$ cat src/rtl/twi_irq_pkg.sv
package twi_irq_pkg;

    localparam int MODE_W  = 2;
    localparam int STATE_W = 2;

    typedef enum logic [MODE_W-1:0] {
        MODE_MASTER = 2'b00,
        MODE_SLAVE  = 2'b01,
        MODE_CLKSER = 2'b10,
        MODE_RSVD   = 2'b11
    } bus_mode_e;

    typedef enum logic [STATE_W-1:0] {
        ST_IDLE = 2'b00,
        ST_XFER = 2'b01,
        ST_HOLD = 2'b10
    } xfer_state_e;

    // one-cycle bus event pulses plus the sampled acknowledge value
    typedef struct packed {
        logic start;
        logic stop;
        logic rise9;
        logic fall8;
        logic wait_ins;
        logic arb_addr;
        logic ack_in;
        logic ack_val;
        logic gen_call;
        logic fmt_switch;
    } twi_ev_t;

endpackage

$ cat src/rtl/twi_irq_evsel.sv
module twi_irq_evsel
    import twi_irq_pkg::*;
#(
    parameter int N_OWN = 2
) (
    input  bus_mode_e          mode,
    input  logic               wait_en,
    input  logic               ack_chk_en,
    input  logic               fmt_serial,
    input  logic               start_issued,
    input  twi_ev_t            ev,
    input  logic [N_OWN-1:0]   addr_hit,
    input  logic               hold_active,
    input  logic               dma_acc,
    output logic               byte_end,
    output logic               set_any
);

    logic own_hit;
    logic ack_err;
    logic hold_set;
    logic set_master;
    logic set_slave;
    logic set_clkser;

    // byte-end edge depends on whether a wait precedes the acknowledge
    always_comb begin
        byte_end = wait_en ? ev.fall8 : ev.rise9;
    end

    always_comb begin
        own_hit  = |addr_hit;
        ack_err  = ev.ack_in & ev.ack_val & ack_chk_en;
        // pending data keeps the end-of-transfer cause alive until serviced
        hold_set = hold_active & ~dma_acc;
    end

    always_comb begin
        set_master = (ev.start & start_issued)
                   | (ev.wait_ins & wait_en)
                   | byte_end
                   | hold_set
                   | ev.arb_addr
                   | ack_err;
        set_slave  = own_hit
                   | ev.gen_call
                   | ack_err
                   | ev.stop
                   | byte_end
                   | hold_set;
        set_clkser = byte_end
                   | (ev.start & fmt_serial)
                   | ev.fmt_switch;
    end

    always_comb begin
        unique case (mode)
            MODE_MASTER: set_any = set_master;
            MODE_SLAVE:  set_any = set_slave;
            MODE_CLKSER: set_any = set_clkser;
            default:     set_any = 1'b0;
        endcase
    end

endmodule

$ cat src/rtl/twi_irq_seq.sv
module twi_irq_seq
    import twi_irq_pkg::*;
(
    input  logic        clk,
    input  logic        rst_n,
    input  logic        mode_i2c,
    input  logic        ev_start,
    input  logic        ev_stop,
    input  logic        byte_end,
    input  logic        dma_acc,
    output xfer_state_e state,
    output logic        hold_active
);

    xfer_state_e state_nx;

    // state register
    always_ff @(posedge clk or negedge rst_n) begin
        if (!rst_n) begin
            state <= ST_IDLE;
        end else begin
            state <= state_nx;
        end
    end

    // next-state logic
    always_comb begin
        state_nx = state;
        if (!mode_i2c || ev_stop) begin
            state_nx = ST_IDLE;
        end else begin
            unique case (state)
                ST_IDLE: if (ev_start)             state_nx = ST_XFER;
                ST_XFER: if (byte_end)             state_nx = ST_HOLD;
                ST_HOLD: if (ev_start || dma_acc)  state_nx = ST_XFER;
                default:                           state_nx = ST_IDLE;
            endcase
        end
    end

    // outputs
    always_comb begin
        hold_active = (state == ST_HOLD);
    end

endmodule

$ cat src/rtl/twi_irq_clr.sv
module twi_irq_clr (
    input  logic clk,
    input  logic rst_n,
    input  logic flag,
    input  logic reg_rd,
    input  logic reg_wr,
    input  logic reg_wbit,
    input  logic dma_acc,
    output logic rd_mark,
    output logic clr_req
);

    // marker: the CPU has seen the flag at 1 since its last write
    always_ff @(posedge clk or negedge rst_n) begin
        if (!rst_n) begin
            rd_mark <= 1'b0;
        end else if (reg_wr) begin
            rd_mark <= 1'b0;
        end else if (reg_rd && flag) begin
            rd_mark <= 1'b1;
        end
    end

    always_comb begin
        clr_req = dma_acc | (reg_wr & ~reg_wbit & rd_mark);
    end

endmodule

$ cat src/rtl/twi_irq_flag.sv
module twi_irq_flag
    import twi_irq_pkg::*;
#(
    parameter int N_OWN = 2
) (
    input  logic             clk,
    input  logic             rst_n,
    input  logic [1:0]       mode_sel,
    input  logic             wait_en,
    input  logic             ack_chk_en,
    input  logic             fmt_serial,
    input  logic             irq_en,
    input  logic             start_issued,
    input  logic             ev_start,
    input  logic             ev_stop,
    input  logic             ev_clk_rise9,
    input  logic             ev_clk_fall8,
    input  logic             ev_wait_ins,
    input  logic             ev_arb_addr,
    input  logic             ev_ack_in,
    input  logic             ack_val,
    input  logic [N_OWN-1:0] addr_hit,
    input  logic             ev_gen_call,
    input  logic             ev_fmt_switch,
    input  logic             reg_rd,
    input  logic             reg_wr,
    input  logic             reg_wbit,
    input  logic             dma_acc,
    output logic             stat_flag,
    output logic             irq
);

    bus_mode_e   mode;
    twi_ev_t     ev;
    xfer_state_e state;
    logic [STATE_W-1:0] state_bits;
    logic        mode_i2c;
    logic        byte_end;
    logic        set_any;
    logic        hold_active;
    logic        rd_mark;
    logic        clr_req;
    logic        flag_q;

    always_comb begin
        mode          = bus_mode_e'(mode_sel);
        mode_i2c      = (mode == MODE_MASTER) || (mode == MODE_SLAVE);
        ev.start      = ev_start;
        ev.stop       = ev_stop;
        ev.rise9      = ev_clk_rise9;
        ev.fall8      = ev_clk_fall8;
        ev.wait_ins   = ev_wait_ins;
        ev.arb_addr   = ev_arb_addr;
        ev.ack_in     = ev_ack_in;
        ev.ack_val    = ack_val;
        ev.gen_call   = ev_gen_call;
        ev.fmt_switch = ev_fmt_switch;
        state_bits    = state;
    end

    twi_irq_evsel #(
        .N_OWN (N_OWN)
    ) u_evsel (
        .mode         (mode),
        .wait_en      (wait_en),
        .ack_chk_en   (ack_chk_en),
        .fmt_serial   (fmt_serial),
        .start_issued (start_issued),
        .ev           (ev),
        .addr_hit     (addr_hit),
        .hold_active  (hold_active),
        .dma_acc      (dma_acc),
        .byte_end     (byte_end),
        .set_any      (set_any)
    );

    twi_irq_seq u_seq (
        .clk         (clk),
        .rst_n       (rst_n),
        .mode_i2c    (mode_i2c),
        .ev_start    (ev_start),
        .ev_stop     (ev_stop),
        .byte_end    (byte_end),
        .dma_acc     (dma_acc),
        .state       (state),
        .hold_active (hold_active)
    );

    twi_irq_clr u_clr (
        .clk      (clk),
        .rst_n    (rst_n),
        .flag     (flag_q),
        .reg_rd   (reg_rd),
        .reg_wr   (reg_wr),
        .reg_wbit (reg_wbit),
        .dma_acc  (dma_acc),
        .rd_mark  (rd_mark),
        .clr_req  (clr_req)
    );

    // flag register: a set cause outranks any clear request
    always_ff @(posedge clk or negedge rst_n) begin
        if (!rst_n) begin
            flag_q <= 1'b0;
        end else if (set_any) begin
            flag_q <= 1'b1;
        end else if (clr_req) begin
            flag_q <= 1'b0;
        end
    end

    always_comb begin
        stat_flag = flag_q;
        irq       = flag_q & irq_en;
    end

endmodule

$ cat config.mk
export PLATFORM = sky130hd
export DESIGN_NAME = twi_irq_flag
export DESIGN_NICKNAME = d
export VERILOG_FILES = /design/src/rtl/twi_irq_pkg.sv /design/src/rtl/twi_irq_evsel.sv /design/src/rtl/twi_irq_seq.sv /design/src/rtl/twi_irq_clr.sv /design/src/rtl/twi_irq_flag.sv
export SDC_FILE = /design/constraint.sdc
export NUM_CORES = 1
export LEC_CHECK = 0
export ABC_AREA = 1
export ABC_CLOCK_PERIOD_IN_PS = 2600
export BUFFER_PORTS_ARGS = -buffer_cell sky130_fd_sc_hd__buf_2
export CAP_MARGIN = 20
export CORE_AREA = 2 2 39 41
export CTS_BUF_LIST = sky130_fd_sc_hd__clkbuf_4 sky130_fd_sc_hd__clkbuf_8
export DETAILED_ROUTE_END_ITERATION = 8
export DIE_AREA = 0 0 41 43
export SLEW_MARGIN = 30
export SYNTH_ARGS = -nofsm -noshare
export SYNTH_HDL_FRONTEND = slang
export SYNTH_SLANG_ARGS = --single-unit
export TNS_END_PERCENT = 1
$ cat constraint.sdc
create_clock -name clk -period 2.6 [get_ports clk]
set_clock_uncertainty 0.1 [all_clocks]
set_input_delay 0.65 -clock clk [delete_from_list [all_inputs] [get_ports clk]]
set_output_delay 0.65 -clock clk [all_outputs]
set_load 0.03 [all_outputs]
# Yosys cells after proc, flatten, opt, wreduce, memory -nomap -nowiden
# Cells that the tools add are included.
[word_totals]
in_bits = 25
regBits = 4
[classes]
mux = 11
n_bitwise = 24
eq_ne = 7
reduce_logical = 11
[ops]
columns = ["operator", "n"]
rows = [
  ["1-bit OR", 13],
  ["1-bit bitwise AND", 9],
  ["2-bit 2-to-1 mux", 4],
  ["3-bit by 2-bit inequality test with 1-bit output, second input constant", 2],
  ["2-bit case mux with 3 select lines", 1],
  ["1-bit 2-to-1 mux", 5],
  ["2-bit by 1-bit equality test with 1-bit output, second input constant", 2],
  ["2-bit equality test, second input constant", 2],
  ["2-bit zero test", 2],
  ["2-bit nonzero test", 2],
  ["1-bit logical OR", 3],
  ["3-bit by 1-bit inequality test with 1-bit output, second input constant", 1],
  ["1-bit case mux with 3 select lines", 1],
  ["3-bit AND reduction", 1],
  ["1-bit NOT", 2],
  ["2-bit OR reduction", 1],
  ["1-bit logical AND", 1],
  ["1-bit zero test", 1],
]

# Logic depth before layout (Yosys ltp)
# Gate-level depths: netlist (run 1).
[logic_depth]
word_depth = 8
depth_mapped = 7
ltp_nobuf = 7

# Hierarchy
# A second synthesis (run 1) with hierarchy kept.
[hier_totals]
hier_cells = 63
area_unflattened_um2 = 364.1
[modules_own_cells]
columns = ["mod", "cells_per_inst", "area_each_um2", "n_inst"]
rows = [
  ["twi_irq_evsel", 29, 127.6, 1],
  ["twi_irq_seq", 18, 127.6, 1],
  ["twi_irq_clr", 8, 57.6, 1],
  ["twi_irq_flag", 8, 51.3, 1],
]

# Least setup slack after synthesis (run 1)
# No wires, ideal clock.
[synth_path]
kind = "in2out"
startpoint = "input port irq_en"
endpoint = "output port irq"
path_slack_ps = 953
n_path_buf = 0
path_stages = 2
t_arrival_ps = 897
path_cell_list = "nand2_1 inv_1"
[synth_via]
elab_chain_cells = 1
[synth_lines]
columns = ["element", "line", "text"]
rows = [
  ["start: declaration", "twi_irq_flag.sv:12", "input logic irq_en,"],
  ["1-bit bitwise AND", "twi_irq_flag.sv:114", "irq = flag_q & irq_en;"],
  ["end: declaration", "twi_irq_flag.sv:30", "output logic irq"],
]
# Every way passes these cells.

# Worst setup path after layout (run 1)
# Ends and elaborated chain as after synthesis.

==> results.md, run 1 <==
* PortBufs at 26
* WP data required at 1850 ps
* VDD IR-drop max at approximately 0.29 mV
* Syn Std Cell Area at 310.3 µm²
* CTS H-tree depth at 1
* Power Density at a little over 400 nW/µm²
* Slew @ Worst Pin at around 180 ps
* Max-cap violation count at 0
* Vias per cell at approximately 4.0
* Routed Antenna Nets at 0
* Average size of a mapped cell at roughly 5.7 µm²
* Tcrit/Tclk final at 0.6684
* First-pass GRT wire length at 1.048 mm
* Crit path top cell by count: buf_2
* Post-synthesis cell count at 54
* Status: finished clean
* WL met1 at 313 µm
* Routed length on met3 at 86 µm
* Yosys top cell by area: dfrtp_1
* GRT Overall Usage at 0.09639
* Most common cell after layout, fill and taps aside: buf_2
* Post_cts resized at 0
* Clock power frac at 0.388
* Layout area overhead at 55.64%
* Mapped Nets at slightly below 80
* Layout cells sized above 1 at 0.3614
* Final Net Count at 110
* Startpoint type of the worst setup path: input port
* Overflow after GRT at 0
* Clock root buffer: clkbuf_4
* Psw at roughly 0.054 mW
* R2R cell count at 7
* Finish-stage setup viols at 0
* CTS Sinks at 4
* Maximum clock frequency at roughly 580 MHz
* Yosys cell types at 10
* Num CTS Buffers at 3
* Row count at 14
* First drt pass iteration count at 4
* Yosys warnings at 0
* CTS max path bufs at 2
* Die extent in x at between 40 and 50 µm
* Hold_buf cts at 0
* Rel. slew slack at 0.8814
* Highest Signal Layer: met3
* Clk slew on worst S/H paths at 40 ps
* Largest net degree at the start of global routing at 5
* Slew Limit Fails at 0
* Gate power share at 0.259
* CTS tree: yes
* Setup bufs post-CTS at 0
* Clock Latency Late Sink at 230 ps
* DRC at 0
* RSZ-0062 raised after global routing: no
* Arrival @ worst endpoint at 990 ps
* Flop2flop setup slack at approximately 1600 ps
* CORE AREA at about 1400 µm²
* Cell leakage power at approximately 0.3 nW
* Wire length on met2 at 336 µm
* Synth area leaders: dfrtp_1 (32%), nand2_1 (21%), inv_1 (17%)
* DR vias at 400
* Most frequent cells in the layout: buf_2 (26), nand2_1 (17), inv_1 (14)
* Chip Height at approximately 43 µm
* Crit path kind: in2out
* Worst Path Max Fanout at 1
* Die area at between 1500 and 2000 µm²
* Vias in the first global route at ~290
* Internal at 0.1420 mW
* Total Wirelength at around 740 µm
* First DRT Iteration DRCs at 3
* Sw Share at 0.2756
* Fin crit period at approximately 1700 ps
* Register area share after synthesis at 0.3226
* CP max stage delay at roughly 180 ps
* Seq pwr share at 0.353
* WHS at roughly 110 ps
* DP HPWL at between 600 and 700 µm
* Top-Level Pins at 27
* GP Congestion at approximately 0.73
* CP endpoint kind: output pin
* Antenna violations before repair at 0
* Critical-path top delay cell: buf_2
* Post-synthesis register bit count at 4
* # diodes at 0
* Hold crit path type: in2async
* Initial Utilization at 0.2242
* Setup TNS at 0 ps
* Detail-routed net length per standard cell at ~7.4 µm
* Share of the synthesized area in the top cell type at 0.3226
* Cells along the critical path: buf_2 -> nand2_1 -> inv_1 -> buf_2
* Final Hold Vio Count at 0
[metrics by stage]
stage / cell area (µm²) / cells / power [mW] / util / setup WS, ps
6_report: 483.0 / 99 / 0.1961 / 0.3490 / 862.2
5_1_grt: 483.0 / 99 / 0.2159 / 0.3490 / 820.0
4_1_cts: 483.0 / 99 / 0.2023 / 0.3490 / 858.0
3_5_place_dp: 460.4 / 96 / 0.1215 / 0.3327 / 859.3
3_3_place_gp: 460.4 / 96 / 0.1208 / 0.3327 / 862.2
2_1_floorplan: 310.3 / 54 / 0.09481 / - / 953.4
[layout make-up]
class / count / area, µm²
fillers: 162 / 900.9
repair buffers: 26 / 130.1
clock buffers: 3 / 22.52
inverters: 14 / 52.55
well taps: 16 / 20.02
multi-input cells: 36 / 157.7
flip-flops and latches: 4 / 100.1
[worst paths after layout]
check,startpoint,endpoint
worst min register to register,u_clr.rd_mark,u_clr.rd_mark
max in group asynchronous,rst_n,u_seq.state[1]
min in group clk,u_clr.rd_mark,u_clr.rd_mark
worst max-delay path,irq_en,irq
worst max register to register,u_seq.state[0],stat_flag
worst min-delay path,rst_n,u_clr.rd_mark
[registers in the layout (all words and copies together) (netlist names)]
register	count
u_clr.rd_mark	1
u_seq.state	2
stat_flag	1
[per-layer routing]
layer,vias to the layer above,GRT usage
met1,162,0.1029
met2,16,0.1250
met3,0,0.07853
met5,-,0
met4,0,0.06000
li1,222,-
[power by group through the flow]
stage / clock network [mW] / registers (mW) / logic [mW]
6_report: 0.0762 / 0.0691 / 0.0508
5_1_grt: 0.0879 / 0.0693 / 0.0587
4_1_cts: 0.0814 / 0.0692 / 0.0517
3_5_place_dp: 0 / 0.0700 / 0.0516
3_3_place_gp: 0 / 0.0698 / 0.0510
2_1_floorplan: 0 / 0.0722 / 0.0226
[logic make-up (layout without fill, tap and decap cells)]
logic type / count (synthesis) / after routing / share of synthesized area
and+or+nand+nor: 31 / 31 / 0.4234
buffers and inverters: 14 / 43 / 0.1694
AOI/OAI and AO/OA: 5 / 5 / 0.08469
DFF: 4 / 4 / 0.3226
[synthesized netlist by cell type, drive strengths merged]
cell type and count:
a21oi 2, dfrtp 4, inv 14, nand2 17, nand3 8, nand4 1, nor2 5, o21ai 2
o22ai 1
[worst max-delay path: cells and delay by family]
family / cells / cell delay (ps)
buf+inv: 3 / 290
simple gates: 1 / 40
Note: power is estimated with default switching activity, not from simulation.
==> run 2: changes to the inputs <==
--- a/config.mk
+++ b/config.mk
@@ -6,7 +6,7 @@
 export NUM_CORES = 1
 export LEC_CHECK = 0
 export ABC_AREA = 1
-export ABC_CLOCK_PERIOD_IN_PS = 2600
+export ABC_CLOCK_PERIOD_IN_PS = 1700
 export BUFFER_PORTS_ARGS = -buffer_cell sky130_fd_sc_hd__buf_2
 export CAP_MARGIN = 20
 export CORE_AREA = 2 2 39 41
==> constraint.sdc (replaced) <==
create_clock -name clk -period 1.7 [get_ports clk]
set_clock_uncertainty 0.1 [all_clocks]
set_input_delay 0.425 -clock clk [delete_from_list [all_inputs] [get_ports clk]]
set_output_delay 0.425 -clock clk [all_outputs]
set_load 0.03 [all_outputs]
==> run 2 against run 1 <==
Net effect: sequential power increased by 53%; cell count up 1.0%; clock power grew 55%; largest cell class unchanged; critical endpoint unchanged.
==> results.md, run 2 (same netlist as run 1, synthesis figures left out) <==
* Status: finished clean
* Antenna violations before repair at 0
* Clock root buffer: clkbuf_4
* Routed Antenna Nets at 0
* Top-Level Pins at 27
* # diodes at 0
* Critical path buffer and inverter count at 2
* Post_cts resized at 0
* GRT Overall Usage at 0.09839
* Arrival @ worst endpoint at about 890 ps
* Hold crit path type: in2reg
* Maximum clock frequency at 704.3 MHz
* Rel. slew slack at 0.8925
* Num CTS Buffers at 3
* CTS tree: yes
* CTS H-tree depth at 1
* Most frequent cells in the layout: buf_2 (26), nand2_1 (17), inv_1 (14)
* DRC at 0
* Power Density at ~600 nW/µm²
* Final Net Count at around 110
* Tcrit/Tclk final at 0.8352
* CP top delay family: flip-flops
* First-pass GRT wire length at between 1 and 1.5 mm
* Slew @ Worst Pin at 160.1 ps
* Initial Utilization at 0.2242
* Final Instance Area at 493.0 µm²
* Finish-stage setup viols at 0
* VDD IR-drop max at about 0.45 mV
* Cell leakage power at a little over 0.3 nW
* Most common cell after layout, fill and taps aside: buf_2
* DR vias at slightly above 400
* Clock Latency Late Sink at 230 ps
* DP HPWL at approximately 650 µm
* Power Total at a little over 0.3 mW
* Cells along the critical path: nand2_1 -> inv_1 -> buf_2
* Setup TNS at 0 ps
* RSZ-0062 raised after global routing: no
* Row count at 14
* Vias in the first global route at 313
* Die area at around 1800 µm²
* Worst Path Max Fanout at 4
* Total Wirelength at 752 µm
* Largest net degree at the start of global routing at 5
* CTS max path bufs at 2
* Largest register FFs at 2
* Reg with most FFs: u_seq.state
* Layout cells sized above 1 at 0.3571
* Overflow after GRT at 0
* Clk slew on worst S/H paths at about 40 ps
* Critical-path top delay cell: dfrtp_1
* Vias per cell at around 4
* GP Congestion at approximately 0.73
* Final Hold Vio Count at 0
* Die extent in x at 41 µm
* First drt pass iteration count at 2
* CP max stage delay at between 300 and 400 ps
* PortBufs at 26
* Max-cap violation count at 0
* Slew Limit Fails at 0
* CTS Sinks at 4
* WP data required at about 1200 ps
* CP endpoint kind: output pin
* Detail-routed net length per standard cell at 7.520 µm
* Startpoint type of the worst setup path: register
* Chip Height at 43 µm
* First DRT Iteration DRCs at 5
* Fin crit period at 1420 ps
* Layout area overhead at 58.87%
* Crit path kind: reg2out
* CORE AREA at approximately 1400 µm²
* Area after DPL at 460.4 µm²
## run 2: changes by cell type in the layout (fill, tap and decap cells not counted), sizes merged
cell and change:
dlygate4sd3 +1
## run 2: metal layers
layer	global-route usage	part of all wire	vias up	wire, µm
met1	0.1029	0.41	174	312
met2	0.1313	0.47	14	355
li1	-	-	224	-
met5	0	0	-	0
met4	0.06000	0	0	0
met3	0.07853	0.11	0	84
## run 2: cell type report
| class | instances | area [µm²] |
|---|---|---|
| clock buffers | 3 | 22.52 |
| fillers | 167 | 890.9 |
| inverters | 14 | 52.55 |
| multi-input cells | 36 | 157.7 |
| flip-flops and latches | 4 | 100.1 |
| well taps | 16 | 20.02 |
| repair buffers | 27 | 140.1 |
## run 2: final timing paths
check	start	endpoint	slack, ps	cells after the start
min reg2reg	u_clr.rd_mark	u_clr.rd_mark	400	2
max reg2reg	u_seq.state[0]	stat_flag	730	7
max in group asynchronous	rst_n	stat_flag	960	2
max	stat_flag	irq	280	3
min	reg_wr	u_clr.rd_mark	260	2
min in group asynchronous	rst_n	u_seq.state[0]	420	2
## run 2: power by group
group          switching (mW)  leakage [nW]  internal [mW]
clock network          0.0390        0.0138         0.0790
registers             0.00416        0.0500          0.101
logic                  0.0412         0.245         0.0384
## run 2: repair_timing
item	CTS	global route
endpoints found under the setup margin	0	0
hold endpoints to repair	4	0
hold buffers	1	0
buffers inserted	0	0
## run 2: through the flow
step	worst slack, ps	util	instances	hold WS, ps
2_1_floorplan	369.3	-	54	29.41
3_3_place_gp	412.2	0.3327	96	131.3
3_5_place_dp	407.0	0.3327	96	133.8
4_1_cts	264.1	0.3562	100	249.5
5_1_grt	209.2	0.3562	100	245.4
6_report	280.2	0.3562	100	261.5
==> run 3: changes to the inputs <==
--- a/config.mk
+++ b/config.mk
@@ -6,7 +6,7 @@
 export NUM_CORES = 1
 export LEC_CHECK = 0
 export ABC_AREA = 1
-export ABC_CLOCK_PERIOD_IN_PS = 1700
+export ABC_CLOCK_PERIOD_IN_PS = 1270
 export BUFFER_PORTS_ARGS = -buffer_cell sky130_fd_sc_hd__buf_2
 export CAP_MARGIN = 20
 export CORE_AREA = 2 2 39 41
==> constraint.sdc (replaced) <==
create_clock -name clk -period 1.27 [get_ports clk]
set_clock_uncertainty 0.1 [all_clocks]
set_input_delay 0.3175 -clock clk [delete_from_list [all_inputs] [get_ports clk]]
set_output_delay 0.3175 -clock clk [all_outputs]
set_load 0.03 [all_outputs]
==> run 3 against run 2 <==
Net effect: the flow now finishes with violations (negative setup slack); sequential power is 34% higher; sequential share of layout area is 0.25 points lower; via count rose by 2.4%; total power up 35%; combinational power up 39%; count of clock-buffer cells in the layout unchanged; cell count unchanged; setup slack got worse by 300 ps; die area unchanged; sequential cell count unchanged; wire length rose by 6.3%; clock power rose by 33%; critical path type unchanged; critical endpoint unchanged; highest routed layer is now met4.
==> results.md, run 3 (same netlist as run 1, synthesis figures left out) <==
* Die area at about 1800 µm²
* CTS tree: yes
* Total Wirelength at 799 µm
* Failing checks: negative setup slack
* Vias in the first global route at between 300 and 400
* Tcrit/Tclk final at 1.018
* DRC at 0
* Most common cell after layout, fill and taps aside: buf_2
* Final Hold Vio Count at 0
* First DRT Iteration DRCs at 12
* CP top delay family: flip-flops
* DR vias at approximately 420
* HP Start: reg_wr
* CTS Sinks at 4
* Die extent in x at roughly 40 µm
* R2R cell count at 7
* DP HPWL at between 600 and 700 µm
* Num CTS Buffers at 3
* Seq pwr share at 0.346
* CP max stage delay at 400 ps
* Max-cap violation count at 0
* Overflow after GRT at 0
* Chip Height at around 43 µm
* Startpoint type of the worst setup path: register
* Psw at between 0.1 and 0.15 mW
* Setup bufs post-CTS at 0
* Routed Antenna Nets at 0
* Initial Utilization at 0.2242
* RSZ-0062 raised after global routing: yes
* GP Congestion at between 0.7 and 0.8
* Reg with most FFs: u_seq.state
* Internal at about 0.30 mW
* CORE AREA at roughly 1400 µm²
* Flop2flop setup slack at 290 ps
* Cell leakage power at 0.3094 nW
* Slew Limit Fails at 0
* Maximum clock frequency at just under 800 MHz
* Arrival @ worst endpoint at around 880 ps
* WHS Path Cells at 2
* # diodes at 0
* CP endpoint kind: output pin
* Rel. slew slack at 0.8916
* Final Net Count at 111
* Largest register FFs at 2
* Worst Path Max Fanout at 4
* Clock power frac at 0.383
* Antenna violations before repair at 0
* Status: finished with violations
* WHS at between 150 and 200 ps
* CTS H-tree depth at 1
* RR Endpoint: stat_flag
* Clk slew on worst S/H paths at 40 ps
* Power Total at just over 0.4 mW
* Layout cells sized above 1 at 0.3690
* Crit path kind: reg2out
* PortBufs at 26
* Hold crit path type: in2reg
* Top-Level Pins at 27
* CTS max path bufs at 2
* Layout area overhead at 60.89%
* Detail-routed net length per standard cell at between 7 and 8 µm
* Sw Share at 0.2772
* Critical path buffer and inverter count at 2
* Slew @ Worst Pin at ~160 ps
* Most frequent cells in the layout: buf_2 (25), nand2_1 (17), inv_1 (13)
* GRT Overall Usage at 0.1029
* Clock root buffer: clkbuf_4
* Clock Latency Late Sink at approximately 230 ps
* WP data required at around 850 ps
* First-pass GRT wire length at roughly 1.2 mm
* First drt pass iteration count at 6
* Critical-path top delay cell: dfrtp_1
* Vias per cell at 4.220
* Row count at 14
* Fin crit period at 1293 ps
* Largest net degree at the start of global routing at 5
* Power Density at 821.3 nW/µm²
* VDD IR-drop max at approximately 0.22 mV
* Post-route setup slack at -23.46 ps
* Worst Hold End: u_clr.rd_mark
* R2r startpoint: u_seq.state[0]
* Final core occ at 0.3608
* Cells along the critical path: nand2_1 -> inv_2 -> buf_6
* Finish-stage setup viols at 1
* Gate power share at 0.272
-- run 3: cell count changes in the layout (fill, tap and decap cells not counted) --
cell | previous run | this run
buf_2 | 26 | 25
inv_1 | 14 | 13
buf_6 | 0 | 1
inv_2 | 0 | 1
-- run 3: power groups by stage --
stage	Clock, mW	Sequential, mW	Combinational (mW)
final	0.157	0.142	0.111
after global routing	0.173	0.143	0.128
after CTS	0.166	0.142	0.112
after detailed placement	0	0.143	0.105
after global placement	0	0.143	0.105
after floorplan	0	0.148	0.0462
-- run 3: area by class of cell --
cell class                 instances  area [µm²]
inverter                          14       52.55
sequential                         4       100.1
clock buffer                       3       22.52
tap                               16       20.02
multi-input combinational         36       157.7
fill                             156       884.6
timing repair buffer              27       146.4
-- run 3: per-layer routing --
metal / GRT usage / share of wire / up-vias
met3: 0.01571 / 0.10 / 2
met2: 0.1563 / 0.49 / 19
met4: 0.1200 / 0.025 / 0
li1: - / - / 224
met1: 0.1013 / 0.38 / 177
met5: 0 / 0 / -
-- run 3: through the flow --
stage                     area, µm²  setup WS [ps]  TNS [ps]  std cells
after floorplan               310.3          46.83         0         54
after global placement        460.4          197.8         0         96
after detailed placement      460.4          191.7         0         96
after CTS                     499.2         -29.44    -29.44        100
after global routing          499.2         -70.79    -96.29        100
final                         499.2         -23.46    -23.46        100
-- run 3: how the worst max path moves through the flow --
stage | startpoint | to | slack, ps | depth (start not counted)
after global placement | irq_en | irq | 200 | 4
after detailed placement | irq_en | irq | 190 | 4
after global routing | stat_flag | irq | -70 | 3
after CTS | stat_flag | irq | -30 | 3
after floorplan | stat_flag | irq | 50 | 2
final | stat_flag | irq | -20 | 3
-- run 3: repair_timing --
action                                  4_1_cts  5_1_grt
hold buffers                                  1        0
pin swaps                                     0        0
gates resized for setup                       2        1
endpoints found under the hold margin         4        0
endpoints found under the setup margin        1        2
-- run 3: worst register-to-register path: cells and delay by family (launching register included) --
kind	cells	cell delay (ps)
buf+inv	2	120
flops	1	370
simple gates	5	280
